===== src/rtl/sbs_pkg.sv =====
package sbs_pkg;
    // Width of one lane: eight data bits plus a parity bit on top.
    localparam int LANE_W = 9;
    // Burst position inside a four-word group.
    localparam int BEAT_W = 2;
endpackage


===== src/rtl/sbs_burst_step.sv =====
// Computes the low address bits of a burst beat from the start value.
module sbs_burst_step
    import sbs_pkg::*;
(
    input  logic [BEAT_W-1:0] start,
    input  logic [BEAT_W-1:0] beat,
    input  logic              ilv,
    output logic [BEAT_W-1:0] low
);
    always_comb begin
        if (ilv) low = start ^ beat;
        else     low = start + beat;
    end
endmodule


===== src/rtl/sbs_bank_mem.sv =====
// One bank of storage: lane-masked synchronous write, gated combinational read.
module sbs_bank_mem
    import sbs_pkg::*;
#(
    parameter  int NBYTE  = 8,
    parameter  int ADDR_W = 4,
    localparam int DATA_W = NBYTE * LANE_W,
    localparam int DEPTH  = 2 ** ADDR_W
) (
    input  logic              clk,
    input  logic [NBYTE-1:0]  lane_we,
    input  logic [ADDR_W-1:0] wr_addr,
    input  logic [DATA_W-1:0] wr_data,
    input  logic              rd_en,
    input  logic [ADDR_W-1:0] rd_addr,
    output logic [DATA_W-1:0] rd_data
);
    logic [DATA_W-1:0] mem_q [DEPTH];

    always_ff @(posedge clk) begin
        for (int k = 0; k < NBYTE; k++) begin
            if (lane_we[k]) mem_q[wr_addr][k*LANE_W +: LANE_W] <= wr_data[k*LANE_W +: LANE_W];
        end
    end

    assign rd_data = rd_en ? mem_q[rd_addr] : '0;
endmodule


===== src/rtl/sbs_seq.sv =====
module sbs_seq
    import sbs_pkg::*;
#(
    parameter  int NBANK  = 4,
    parameter  int NBYTE  = 8,
    parameter  int ADDR_W = 4,
    localparam int BANK_W = $clog2(NBANK),
    localparam int DATA_W = NBYTE * LANE_W
) (
    input  logic              clk,
    input  logic              rst_n,
    input  logic [ADDR_W-1:0] addr,
    input  logic [NBANK-1:0]  bank_en_n,
    input  logic              strobe_p_n,
    input  logic              strobe_c_n,
    input  logic              adv_n,
    input  logic              gw_n,
    input  logic              bwe_n,
    input  logic [NBYTE-1:0]  bw_n,
    input  logic              burst_ilv,
    input  logic [NBANK-1:0]  snooze,
    input  logic              oe_n,
    input  logic [DATA_W-1:0] wr_data,
    output logic [DATA_W-1:0] rd_data,
    output logic              rd_drive
);
    typedef struct packed {
        logic              active;
        logic              is_wr;
        logic [BANK_W-1:0] bank;
        logic [ADDR_W-1:0] addr;
        logic [BEAT_W-1:0] start;
        logic [BEAT_W-1:0] beat;
    } seq_t;

    seq_t st_d, st_q;

    logic              any_en;
    logic [BANK_W-1:0] en_idx;
    logic              take_p, take_c, wr_req, cont;
    logic [NBYTE-1:0]  lane_we;
    logic [BEAT_W-1:0] nxt_low;
    logic [DATA_W-1:0] bank_rd [NBANK];

    // Lowest-numbered enabled bank wins.
    always_comb begin
        any_en = 1'b0;
        en_idx = '0;
        for (int i = NBANK - 1; i >= 0; i--) begin
            if (!bank_en_n[i]) begin
                any_en = 1'b1;
                en_idx = BANK_W'(i);
            end
        end
    end

    assign wr_req  = !gw_n || (!bwe_n && !(&bw_n));
    assign lane_we = !gw_n ? {NBYTE{1'b1}} : (!bwe_n ? ~bw_n : '0);
    assign take_p  = !strobe_p_n && any_en;
    assign take_c  = !strobe_c_n && !take_p;
    assign cont    = !take_p && !take_c;

    sbs_burst_step u_step (
        .start (st_q.start),
        .beat  (st_q.beat + 2'd1),
        .ilv   (burst_ilv),
        .low   (nxt_low)
    );

    always_comb begin
        st_d = st_q;
        if (take_p || take_c) begin
            if (any_en) begin
                st_d.active = 1'b1;
                st_d.is_wr  = take_c && wr_req;
                st_d.bank   = en_idx;
                st_d.addr   = addr;
                st_d.start  = addr[BEAT_W-1:0];
                st_d.beat   = '0;
            end else begin
                st_d.active = 1'b0;
            end
        end else if (st_q.active) begin
            st_d.is_wr = wr_req;
            if (!adv_n) begin
                st_d.beat              = st_q.beat + 2'd1;
                st_d.addr[BEAT_W-1:0] = nxt_low;
            end
        end
        if (st_d.active && snooze[st_d.bank]) st_d.active = 1'b0;
        if (!st_d.active) st_d.is_wr = 1'b0;
    end

    always_ff @(posedge clk or negedge rst_n) begin
        if (!rst_n) st_q <= '0;
        else        st_q <= st_d;
    end

    for (genvar b = 0; b < NBANK; b++) begin : g_bank
        logic [NBYTE-1:0] we_b;
        logic             rd_en_b;
        assign we_b    = (st_d.active && st_d.is_wr && st_d.bank == BANK_W'(b)) ? lane_we : '0;
        assign rd_en_b = st_q.active && !st_q.is_wr && st_q.bank == BANK_W'(b);

        sbs_bank_mem #(.NBYTE(NBYTE), .ADDR_W(ADDR_W)) u_mem (
            .clk     (clk),
            .lane_we (we_b),
            .wr_addr (st_d.addr),
            .wr_data (wr_data),
            .rd_en   (rd_en_b),
            .rd_addr (st_q.addr),
            .rd_data (bank_rd[b])
        );

        p_snooze_no_write_r11: assert property (@(posedge clk) disable iff (!rst_n)
            (|we_b) |-> !snooze[b]);
    end

    assign rd_drive = st_q.active && !st_q.is_wr && !oe_n;
    assign rd_data  = rd_drive ? bank_rd[st_q.bank] : '0;

    p_proc_start_reads_r4: assert property (@(posedge clk) disable iff (!rst_n)
        (!strobe_p_n && any_en && !snooze[en_idx]) |=> (st_q.active && !st_q.is_wr));

    p_deselect_quiet_r5: assert property (@(posedge clk) disable iff (!rst_n)
        (!strobe_c_n && !any_en) |=> !rd_drive);

    p_suspend_holds_r7: assert property (@(posedge clk) disable iff (!rst_n)
        (st_q.active && cont && adv_n && !snooze[st_q.bank]) |=> (st_q.addr == $past(st_q.addr)));

    p_upper_kept_r3: assert property (@(posedge clk) disable iff (!rst_n)
        (st_q.active && cont && !snooze[st_q.bank])
        |=> (st_q.addr[ADDR_W-1:BEAT_W] == $past(st_q.addr[ADDR_W-1:BEAT_W])));

    p_no_drive_in_write_r10: assert property (@(posedge clk) disable iff (!rst_n)
        st_q.is_wr |-> !rd_drive);
endmodule


===== config.mk =====
export PLATFORM = sky130hd
export DESIGN_NAME = sbs_seq
export DESIGN_NICKNAME = d
export VERILOG_FILES = /design/src/rtl/sbs_pkg.sv /design/src/rtl/sbs_burst_step.sv /design/src/rtl/sbs_bank_mem.sv /design/src/rtl/sbs_seq.sv
export SDC_FILE = /design/constraint.sdc
export NUM_CORES = 2
export LEC_CHECK = 0
export BUFFER_PORTS_ARGS = -buffer_cell sky130_fd_sc_hd__buf_4
export CORE_ASPECT_RATIO = 0.9
export CORE_MARGIN = 10
export CORE_UTILIZATION = 35
export DETAILED_ROUTE_END_ITERATION = 7
export SYNTH_ARGS = -nofsm -noshare
export SYNTH_HDL_FRONTEND = slang
export SYNTH_MEMORY_MAX_BITS = 65536
export SYNTH_SLANG_ARGS = --single-unit

===== constraint.sdc =====
create_clock -name clk -period 7.8 [get_ports clk]
set_input_delay 2.34 -clock clk [delete_from_list [all_inputs] [get_ports clk]]
set_output_delay 2.34 -clock clk [all_outputs]
set_load 0.03 [all_outputs]

=== Yosys cells after proc, flatten, opt, wreduce, memory -nomap -nowiden ===
Memory sizes are Yosys's and may differ from the RTL's.
Cells that the tools add are included.

* Flip-flop bits (word level): 12
* Bits in writable memories: 4,608
* Input port bits: 101
* Output and inout port bits: 73
* Memories: 4

* $add $sub $neg: 2
* $lt $le $gt $ge: 2
* Equality and inequality tests: 8
* Muxes and demuxes: 103
* Bitwise gates (word level): 3
* Reductions and logical operators: 32

{| class="wikitable"
|+ Memories
! name !! words !! bits a word !! read ports !! clocked after Yosys merged registers in !! write ports !! line !! RTL
|-
| g_bank[0].u_mem.mem_q || 16 || 72 || 1 || 0 || 1 || sbs_bank_mem.sv:18 || <nowiki>logic [DATA_W-1:0] mem_q [DEPTH];</nowiki>
|-
| g_bank[1].u_mem.mem_q || 16 || 72 || 1 || 0 || 1 || sbs_bank_mem.sv:18 ||
|-
| g_bank[2].u_mem.mem_q || 16 || 72 || 1 || 0 || 1 || sbs_bank_mem.sv:18 ||
|-
| g_bank[3].u_mem.mem_q || 16 || 72 || 1 || 0 || 1 || sbs_bank_mem.sv:18 ||
|}

{| class="wikitable"
|+ Operator list
! cell !! count
|-
| $mux W72 || 7
|-
| $bmux W72 S2 || 1
|-
| $mux W1 || 75
|-
| $mux W8 || 6
|-
| $mux W2 || 11
|-
| $logic_and A1 B1 Y1 || 16
|-
| $mux W11 || 1
|-
| $eq A2 B2 Y1 const B || 4
|-
| $logic_not A1 Y1 || 8
|-
| $not A8 Y8 || 1
|-
| $reduce_and A8 Y1 || 1
|-
| $eq A2 B1 Y1 const B || 2
|-
| $logic_not A2 Y1 || 2
|-
| $mux W4 || 1
|-
| $ge A3 B3 Y1 const B || 1
|-
| $lt A2 B3 Y1 const B || 1
|-
| $not A2 Y3 || 1
|-
| $reduce_and A3 Y1 || 1
|-
| $add A2 B1 Y2 const B || 1
|-
| $add A2 B2 Y2 || 1
|-
| $bmux W1 S2 || 1
|-
| $logic_or A1 B1 Y1 || 2
|-
| $ne A2 B1 Y1 const B || 1
|-
| $ne A2 B2 Y1 const B || 1
|-
| 3 further kinds || 3
|}

=== Depth between registers and ports, before layout ===
* Depth after elaboration: 20
* Gate-level depth with buffers: 12

=== Hierarchy ===
A second synthesis with hierarchy kept.

* Cell total of the unflattened synthesis: 10,311
* Area total of the unflattened synthesis: 184,867.3 um^2

{| class="wikitable"
|+ By module, submodules not included
! module !! instances !! cells an instance !! area an instance (um^2)
|-
| sbs_bank_mem || 4 || 2,498 || 45,369.8
|-
| sbs_seq || 1 || 314 || 3,348.2
|-
| sbs_burst_step || 1 || 5 || 40.0
|}

=== Worst setup path before layout ===
OpenSTA, ideal clock, no wires.

* Path kind: input to output
* Start: input oe_n
* End: output rd_data[25]
* Data arrival time: 4.816 ns
* Data required time: 5.460 ns
* Setup slack: 0.644 ns
* Stages on the path: 6
* Buffers on the path: 2
* Path through: or3b_2 clkbuf_1 clkbuf_1 nor2_1 o211ai_1 a2111oi_0

* Longest elaborated chain between the ends: 3

{| class="wikitable"
|+ RTL lines
! element !! line !! RTL
|-
| start: declaration || sbs_seq.sv:22 || <nowiki>input logic oe_n,</nowiki>
|-
| $logic_not A1 Y1 || sbs_seq.sv:119 || <nowiki>assign rd_drive = st_q.active && !st_q.is_wr && !oe_n;</nowiki>
|-
| $logic_and A1 B1 Y1 || sbs_seq.sv:119 ||
|-
| $mux W72 || sbs_seq.sv:120 || <nowiki>assign rd_data = rd_drive ? bank_rd[st_q.bank] : '0;</nowiki>
|-
| end: declaration || sbs_seq.sv:24 || <nowiki>output logic [DATA_W-1:0] rd_data,</nowiki>
|}

Every way passes these cells.

=== Final worst setup path ===
* Start: input oe_n
* End: output rd_data[49]

Same word-level chain as after synthesis.

==> results_dict.tcl <==
set metrics [dict create \
    grt_pass1_vias 90374 \
    drc 0 \
    dp_hpwl_um 327000 \
    crit_path_start_kind "input pin" \
    use_met2_pct 29.3 \
    worstRegToRegCells 8 \
    worstHoldPathCells 1 \
    cts.clk_slew.worst_paths_ns 0.06 \
    irDropWorstVdd_v 0.000213 \
    r2r_start "st_q[4]" \
    worstPathMaxFanout 10 \
    leakagePower_nw 63.6 \
    num_rows 249 \
    max-clock-path-buffers 4 \
    ioPinCount 174 \
    nets 8846 \
    ys_async_sr_fraction_pct 0.260 \
    top_usage_layer "met2" \
    end_kind "output pin" \
    fin_crit_ns 7.82 \
    hp-class "reg2reg" \
    drtIter0Drc 12460 \
    synth_edf_count 4608 \
    numCtsBuffers 442 \
    reg2reg_setup_slack_ns 2.34 \
    start_util_pct 35.1 \
    drive_gt1_share_pct 31.2 \
    die-area_sq_mm 0.542 \
    status "finished with violations" \
    firstDrtPassIters 6 \
    track_usage_pct 18.9 \
    fillers 44380 \
    synthDistinctLibCells 67 \
    synth_area_leaders "edfxtp_1, mux4_2, mux2i_1" \
    synth.top_cell.area_share_pct 77.1 \
    die_w_um 775 \
    wl_per_cell_um 33.2 \
    layout_setup_ws_ns -0.0165 \
    slew_violations 0 \
    power_density_mw_per_mm2 262 \
    synth.largest_area_cell "edfxtp_1" \
    syn_area_per_cell_sq_um 22.1 \
    grt_max_degree 86 \
    finalCritPeriodShare_pct 100 \
    die_y_um 699 \
    tritoncts "done" \
    slew_headroom_pct 5.80 \
    grt_overflow 0 \
    fin_setup_tns_ns -0.0165 \
    synth-seq-cells 4620 \
    worst_pin_slew_ns 1.41 \
    routabilityCongestion 0.815 \
    skew_ns 0.0454 \
    area_delta_synth_final_pct 15.2 \
    coreArea_sq_mm 0.511 \
    syn_area_sq_mm 0.179 \
    timing.rr.end "g_bank[2].u_mem.mem_q[3][33]" \
    max_cap_violations 0 \
    multiInputGateArea_sq_mm 0.0392 \
    cp_data_arrival_time_ns 5.48 \
    seq_area_frac_synth_pct 77.3 \
    synth_fp_nets 8218 \
    path_class "in2out" \
    avgViaCountPerCell 5.72 \
    finalSetupViolCount 1 \
    syn_inst 8116 \
    post-route-util_pct 40.5 \
    grt_use_met3_pct 4.88 \
    antenna_found_initial 65 \
    wl_um 529000 \
    vias 91159 \
    clk_latency_ns 1.02 \
    ys.flop_type "edfxtp_1" \
    ant_nets 0 \
    htreeDepth 5 \
    required_ns 5.46 \
    grt_util_met1_pct 26.0 \
    hp-start "st_q[2]" \
    cts-root-buf "clkbuf_16" \
    fmaxAchievable_mhz 128 \
    clock-sinks 4620 \
    violations "negative setup slack" \
    postCtsSetupRepairBufs 0 \
    portBuffers 173 \
    cts_hold_buf 0 \
    rsz0062_at_grt "false" \
    grt_first_pass_wirelength_um 735000 \
    regArea_sq_mm 0.139 \
    hold_viol_final 0 \
    ys_warn_count 0 \
    min_to "st_q[2]" \
]
## synthesized netlist by cell type, drive strengths merged (3+ instances only)
cell type and instances:
nor4 127, o21ai 95, mux4 1197, o32ai 5, o211ai 14, nand4 19, nand3 47, nor3 276
a221o 9, inv 10, o221a 3, a211o 7, nand2b 9, o22ai 107, a21oi 77, nand2 85
edfxtp 4608, a22oi 50, nor2 314, nor2b 15, or2 3, and3 6, or3b 3, a2111oi 9
o221ai 22, mux2i 242, mux2 102, o41ai 3, buf 302, and2 11, o22a 4, a221oi 25
a211oi 20, o2111ai 3, dfrtp 12, clkbuf 244, a22o 6
## where the power goes
group	switching, W	total [W]	leakage [nW]	internal [W]
clock	0.00941	0.0211	6.83	0.0117
sequential	0.0000720	0.0274	41.5	0.0274
combinational	0.00358	0.00561	15.3	0.00202
total	0.0131	0.0541	63.6	0.0411
## worst max path at each step
stage | endpoint | start | slack (ns) | cells past startpoint
global route | rd_data[49] | oe_n | 0.06 | 10
CTS | rd_data[49] | oe_n | 0.10 | 10
global placement | rd_data[49] | oe_n | -0.03 | 10
detailed placement | rd_data[49] | oe_n | -0.06 | 10
finish | rd_data[49] | oe_n | -0.02 | 10
floorplan | rd_data[25] | oe_n | 0.64 | 6
## registers in the layout, summed over array words and instances (netlist names)
name,cells
st_q,12
g_bank.u_mem.mem_q,4608
## cells in the final DEF, fill, tap and decap left out, types with 7 or more instances in the layout
cell type,count
bufinv_16,35
clkbuf_16,447
a211oi_1,20
clkinv_1,105
buf_4,677
clkinv_16,8
buf_12,52
nor2_1,304
nand2_1,66
nor4_1,23
a21oi_1,76
clkinv_8,7
o211ai_1,14
o21ai_0,95
diode_2,31
mux2i_1,241
nor3_2,12
nand4_1,13
nor2b_1,10
mux2_2,101
nand2_2,8
nand2_4,10
edfxtp_1,4608
a22oi_1,49
o22ai_1,107
a221oi_1,25
clkbuf_1,92
o221ai_1,21
clkinvlp_4,21
mux4_2,1197
nand3_1,46
nor3_1,264
and2_1,7
a211o_1,7
clkinv_2,85
a221o_1,9
nor4_2,104
## per-stage QoR
stage               worst slack [ns]  cell area, sq um  cells  hold slack, ns  total power [W]
finish                       -0.0165            207000  15923           0.516           0.0541
CTS                            0.100            207000  15890           0.520           0.0544
global route                  0.0629            207000  15903           0.552           0.0555
global placement             -0.0344            193000  15074           0.492           0.0335
detailed placement           -0.0590            193000  15075           0.506           0.0336
floorplan                      0.644            179000   8116           0.484           0.0310
## layer usage
metal	up-vias	share of wire [%]	wire length, um
met2	5175	46	246000
met1	49185	39	206000
li1	35873	-	-
met5	-	0.055	293
met4	44	3.6	19000
met3	882	11	57700
## logic make-up (layout without fill, tap and decap cells)
| family | count (synthesis) | in the layout | share of synthesized area (%) |
|---|---|---|---|
| AND/OR/NAND/NOR | 927 | 927 | 2.50 |
| multiplexers | 1541 | 1541 | 17.0 |
| flip-flops | 4620 | 4620 | 77.3 |
| other | 0 | 31 | 0 |
| adder cells (fa/ha/maj) | 1 | 1 | 0.00697 |
| buffers and inverters | 556 | 1555 | 1.47 |
| XOR/XNOR | 2 | 2 | 0.0174 |
| AO/OA/AOI/OAI | 469 | 469 | 1.75 |
## area by class of cell
class / instances / area share (%)
Inverter: 10 / 0.0218
Timing Repair Buffer: 730 / 2.97
Clock inverter: 276 / 1.23
Sequential cell: 4620 / 67.1
Tap cell: 6777 / 4.10
Antenna cell: 31 / 0.0375
Multi-Input combinational cell: 2940 / 19.0
Clock buffer: 539 / 5.58
## what timing repair did
item | 4_1_cts | 5_1_grt
gates resized for setup | 1 | 0
endpoints found under the hold margin | 0 | 0
endpoints found under the setup margin | 1 | 0
## worst max-delay path: stages
cell and delay (ns):
buf_4 0.14, or3b_4 0.43, inv_2 0.47, buf_4 0.41, o21ai_0 0.17, a211oi_1 0.46, o21ai_0 0.24, nor2_2 0.43
buf_4 0.20, buf_4 0.15
(Power assumes the default switching activity.)
